<file path="src/rtl/fpc_pkg.sv">
package fpc_pkg;
  parameter int STAT_W   = 32;
  parameter int N_BIT    = 27;
  parameter int Z_BIT    = 26;
  parameter int NAN_BIT  = 24;
  parameter int EXC_HI   = 15;
  parameter int EXC_LO   = 8;
  parameter int BSUN_BIT = 15;

  typedef enum logic [2:0] {
    REL_FALSE, REL_EQ, REL_GT, REL_GE, REL_LT, REL_LE, REL_GL, REL_ORD
  } rel_e;
endpackage

</file>
<file path="src/rtl/fpc_pred_decode.sv">
module fpc_pred_decode
  import fpc_pkg::*;
(
  input  logic [5:0] pred_i,
  output logic       illegal_o,
  output logic       unaware_o,
  output logic       invert_o,
  output rel_e       rel_o
);
  logic [3:0] code;

  always_comb begin
    illegal_o = pred_i[5];
    unaware_o = pred_i[4];
    invert_o  = pred_i[3];
    // upper half folds onto the complement relation
    code      = pred_i[3] ? (pred_i[3:0] ^ 4'hF) : pred_i[3:0];
    rel_o     = rel_e'(code[2:0]);
  end
endmodule

</file>
<file path="src/rtl/fpc_relation.sv">
module fpc_relation
  import fpc_pkg::*;
(
  input  rel_e rel_i,
  input  logic neg_i,
  input  logic zero_i,
  input  logic nan_i,
  output logic hit_o
);
  always_comb begin
    unique case (rel_i)
      REL_FALSE: hit_o = 1'b0;
      REL_EQ:    hit_o = zero_i;
      REL_GT:    hit_o = !nan_i && !zero_i && !neg_i;
      REL_GE:    hit_o = zero_i || (!nan_i && !neg_i);
      REL_LT:    hit_o = neg_i && !zero_i && !nan_i;
      REL_LE:    hit_o = zero_i || (neg_i && !nan_i);
      REL_GL:    hit_o = !nan_i && !zero_i;
      REL_ORD:   hit_o = !nan_i;
      default:   hit_o = 1'b0;
    endcase
  end
endmodule

</file>
<file path="src/rtl/fpc_count_step.sv">
module fpc_count_step #(
  parameter int CNT_W = 32,
  parameter int LO_W  = 16
) (
  input  logic [CNT_W-1:0] cnt_i,
  input  logic             dec_en_i,
  output logic [CNT_W-1:0] cnt_o,
  output logic             loop_o
);
  logic [LO_W-1:0] lo, lo_dec;

  always_comb begin
    lo     = cnt_i[LO_W-1:0];
    lo_dec = lo - LO_W'(1);
    cnt_o  = dec_en_i ? {cnt_i[CNT_W-1:LO_W], lo_dec} : cnt_i;
    loop_o = dec_en_i && (lo != '0);
  end
endmodule

</file>
<file path="src/rtl/fp_cond_eval.sv">
module fp_cond_eval
  import fpc_pkg::*;
#(
  parameter int CNT_W = 32,
  parameter int LO_W  = 16
) (
  input  logic              clk_i,
  input  logic              rst_ni,
  input  logic              valid_i,
  input  logic [5:0]        pred_i,
  input  logic [STAT_W-1:0] status_i,
  input  logic              trap_en_i,
  input  logic              dec_i,
  input  logic [CNT_W-1:0]  count_i,
  output logic              valid_o,
  output logic              result_o,
  output logic              illegal_o,
  output logic [STAT_W-1:0] status_o,
  output logic              trap_o,
  output logic [CNT_W-1:0]  count_o,
  output logic              loop_o
);
  localparam int EXC_W = EXC_HI - EXC_LO + 1;
  localparam logic [STAT_W-1:0] EXC_MASK =
    ({STAT_W{1'b1}} >> (STAT_W - EXC_W)) << EXC_LO;

  logic illegal, unaware, invert, hit, cond, bsun, loop_n;
  rel_e rel;
  logic [STAT_W-1:0] stat_n;
  logic [CNT_W-1:0]  cnt_n;

  fpc_pred_decode u_dec (
    .pred_i   (pred_i),
    .illegal_o(illegal),
    .unaware_o(unaware),
    .invert_o (invert),
    .rel_o    (rel)
  );

  fpc_relation u_rel (
    .rel_i (rel),
    .neg_i (status_i[N_BIT]),
    .zero_i(status_i[Z_BIT]),
    .nan_i (status_i[NAN_BIT]),
    .hit_o (hit)
  );

  always_comb begin
    cond = !illegal && (hit ^ invert);
    bsun = !illegal && unaware && status_i[NAN_BIT];
    if (illegal) begin
      stat_n = status_i;
    end else begin
      stat_n = status_i & ~EXC_MASK;
      stat_n[BSUN_BIT] = bsun;
    end
  end

  fpc_count_step #(.CNT_W(CNT_W), .LO_W(LO_W)) u_cnt (
    .cnt_i   (count_i),
    .dec_en_i(dec_i && !illegal && !cond),
    .cnt_o   (cnt_n),
    .loop_o  (loop_n)
  );

  always_ff @(posedge clk_i or negedge rst_ni) begin
    if (!rst_ni) begin
      valid_o   <= 1'b0;
      result_o  <= 1'b0;
      illegal_o <= 1'b0;
      status_o  <= '0;
      trap_o    <= 1'b0;
      count_o   <= '0;
      loop_o    <= 1'b0;
    end else begin
      valid_o <= valid_i;
      if (valid_i) begin
        result_o  <= cond;
        illegal_o <= illegal;
        status_o  <= stat_n;
        trap_o    <= bsun && trap_en_i;
        count_o   <= cnt_n;
        loop_o    <= loop_n;
      end
    end
  end
endmodule

</file>
<file path="config.mk">
export PLATFORM = sky130hd
export DESIGN_NAME = fp_cond_eval
export DESIGN_NICKNAME = d
export VERILOG_FILES = /design/src/rtl/fpc_pkg.sv /design/src/rtl/fpc_pred_decode.sv /design/src/rtl/fpc_relation.sv /design/src/rtl/fpc_count_step.sv /design/src/rtl/fp_cond_eval.sv
export SDC_FILE = /design/constraint.sdc
export NUM_CORES = 1
export LEC_CHECK = 0
export BUFFER_PORTS_ARGS = -buffer_cell sky130_fd_sc_hd__buf_2
export CAP_MARGIN = 10
export CORE_ASPECT_RATIO = 2
export CORE_MARGIN = 3
export CORE_UTILIZATION = 47
export DETAILED_ROUTE_END_ITERATION = 10
export PLACE_DENSITY = 0.87
export SKIP_LAST_GASP = 1
export SYNTH_ARGS = -nofsm -noshare
export SYNTH_HDL_FRONTEND = slang
export SYNTH_SLANG_ARGS = --single-unit
</file>
<file path="constraint.sdc">
create_clock -name clk_i -period 1 [get_ports clk_i]
set_input_delay 0.05 -clock clk_i [delete_from_list [all_inputs] [get_ports clk_i]]
set_output_delay 0.05 -clock clk_i [all_outputs]
set_load 0.01 [all_outputs]
</file>
==> flow_metrics.tcl <==
set metrics [dict create \
    status "finished, violations left" \
    violations "negative setup slack" \
    gp_congestion 0.8548 \
    hp-class "in -> reg" \
    regToRegSetupSlack_ns 0.22 \
    path_clk_slew_ns 0.05 \
    post-place-ws_ns -0.5714 \
    synth-seq-cells 69 \
    critPathSlowestCell "a211oi_2" \
    yosysSeqAreaShare_pct 54.72 \
    worst-endpoint-required_ns 1.20 \
    cts_tree "done" \
    place_inst 497 \
    drc 0 \
    worst_slew_pin_slew_ns 0.3851 \
    reg2reg_to "status_o[6]$_DFFE_PN0P_" \
    antenna_found_initial 1 \
    avgSynthCellArea_sq_um 12.67 \
    critPathMaxStageDelay_ns 0.28 \
    cp_max_fo 3 \
    worst_path_dominant_cell_family "simple AND/OR/NAND/NOR gates" \
    design_area_sq_um 5355 \
    grt_pass1_vias 3233 \
    fin_skew_ns 0 \
    utilization_pct 83.51 \
    finalHoldViolations 0 \
    drt_iter0_drc 119 \
    critPathLaunchType "input port" \
    rsz0062_at_grt "yes" \
    cp_num_buf_inv 2 \
    synth_area_leaders "dfrtp_1 (55%), mux2_2 (15%), xnor2_1 (4.2%)" \
    synthCells 249 \
    p_per_area_nw_per_um2 1570 \
    synth_ff_type "dfrtp_1" \
    path_cells "buf_8 -> inv_6 -> ha_4 -> nor4b_4 -> nand4b_1 -> a211oi_2 -> xnor2_1 -> a21oi_1" \
    cap_violations 0 \
    die_x_microns 63.94 \
    synth-edff-count 0 \
    hold_depth 3 \
    core_sq_um 6412 \
    yosysTopAreaCell "dfrtp_1" \
    portBuffers 143 \
    path_class "in -> reg" \
    min_from "status_i[15]" \
    fin_crit_sh_pct 117.4 \
    num_vias 2934 \
    rows 41 \
    synth.distinct_cells 39 \
    crit-reg2reg-launch "status_o[6]$_DFFE_PN0P_" \
    synth_nets 325 \
    start_util_pct 49.21 \
    relSlewSlack_pct 74.33 \
    grt.overflow.total 0 \
    dieArea_sq_um 7793 \
    grt_use_total_pct 27.21 \
    hpwl_mm 6.256 \
    drt_wl_total_mm 10.30 \
    final_common_cell "buf_2" \
    cts.sinks 69 \
    clock-root-buffer "clkbuf_16" \
    htreeDepth 3 \
    drtPass1Iterations 4 \
    maxSlewViolCount 0 \
    clock_latency_ns 0.32 \
    worstPathArrival_ns 1.38 \
    synthesis.area_sq_um 3156 \
    routed_via_density 5.175 \
    tns_ns -1.611 \
    min_to "status_o[15]$_DFFE_PN0P_" \
    wl_per_cell_microns 18.17 \
    p_leak_nw 2.426 \
    layout_common_cells "buf_2 (133), dfrtp_1 (69), dlygate4sd3_1 (46)" \
    crit_path_end_kind "register" \
    whs_ns 0.03760 \
    worstRegToRegCells 1 \
    area_growth_pct 69.71 \
    setup_violations 15 \
    die_h_microns 121.9 \
    fmax_ghz 0.8515 \
    clock_path_buffers 2 \
    grt_max_degree 41 \
    grt_pass1_wl_mm 15.85 \
    final.setup.worst_slack_ns -0.1744 \
    fin_crit_ns 1.174 \
    numCtsBuffers 9 \
    ys_async_sr_fraction_pct 100.0 \
    ant_nets 0 \
    vdd_ir_drop_max_mv 1.392 \
    synth-warning-count 0 \
    place_area_sq_um 4260 \
    final_nets 552 \
    final_cells 567 \
    total_power_mw 8.405 \
    synth.top_cell.area_share_pct 54.72 \
    ioPinCount 144 \
    drive_gt1_share_pct 57.08 \
]
cells by family (layout without fill, tap and decap cells):
group           Yosys count  count (layout)  share of synthesized area [%]
flops                    69              69                          54.72
buf+inv                  25             256                          3.529
compound gates           45              45                          11.78
xor+xnor                 15              15                          4.163
other cells               0               1                              0
fa+ha+maj                 1               1                         0.3964
mux                      44              44                          15.78
simple gates             50              50                          9.635
where the power goes:
group          switching, mW  leakage, nW  internal, mW  total [mW]
Combinational          0.798         1.45         0.883        1.68
Sequential             0.143        0.812          3.06        3.20
Clock                   1.11        0.162          2.41        3.52
Total                   2.05         2.43          6.36        8.41
metal layers:
layer | wire [microns] | GRT usage, % | up-vias
met3 | 481 | 5.166 | 37
met4 | 534 | 17.73 | 0
li1 | - | - | 1329
met5 | 0 | 0 | -
met2 | 5960 | 50.68 | 130
met1 | 3324 | 26.36 | 1438
registers in the layout, indices dropped and copies added (netlist names):
name       flops
illegal_o      1
loop_o         1
count_o       32
result_o       1
status_o      32
valid_o        1
trap_o         1
cell usage after synthesis, drive strengths merged, types with 3 or more instances:
| cell type | count |
|---|---|
| mux2 | 43 |
| buf | 4 |
| clkbuf | 9 |
| nand2 | 4 |
| dfrtp | 69 |
| xnor2 | 15 |
| o21ai | 9 |
| nor3 | 3 |
| a2111oi | 6 |
| inv | 12 |
| nor2 | 19 |
| a211oi | 4 |
| a21oi | 24 |
| nand3 | 7 |
cell type report:
class	instances	area (sq um)
fillers	327	1057
multi-input cells	155	1461
clock inverters	5	100.1
flip-flops and latches	69	1727
inverters	12	52.55
diodes	1	2.502
clock buffers	10	229.0
repair buffers	229	1675
well taps	86	107.6
how the worst max path moves through the flow:
stage	from	to	cells after the start
global route	count_i[2]	count_o[15]$_DFFE_PN0P_	8
detailed placement	count_i[1]	count_o[14]$_DFFE_PN0P_	8
floorplan	pred_i[0]	count_o[12]$_DFFE_PN0P_	6
CTS	count_i[1]	count_o[15]$_DFFE_PN0P_	7
global placement	count_i[1]	count_o[6]$_DFFE_PN0P_	8
finish	count_i[1]	count_o[14]$_DFFE_PN0P_	8
what timing repair did:
| action | in CTS | in global routing |
|---|---|---|
| gates resized for setup | 24 | 24 |
| cloned | 1 | 1 |
| endpoints found under the hold margin | 114 | 0 |
| hold buffers | 46 | 0 |
| buffers inserted | 6 | 1 |
| pin swaps | 19 | 17 |
| setup endpoints to repair | 14 | 17 |
Note: power is estimated with default switching activity, not from simulation.
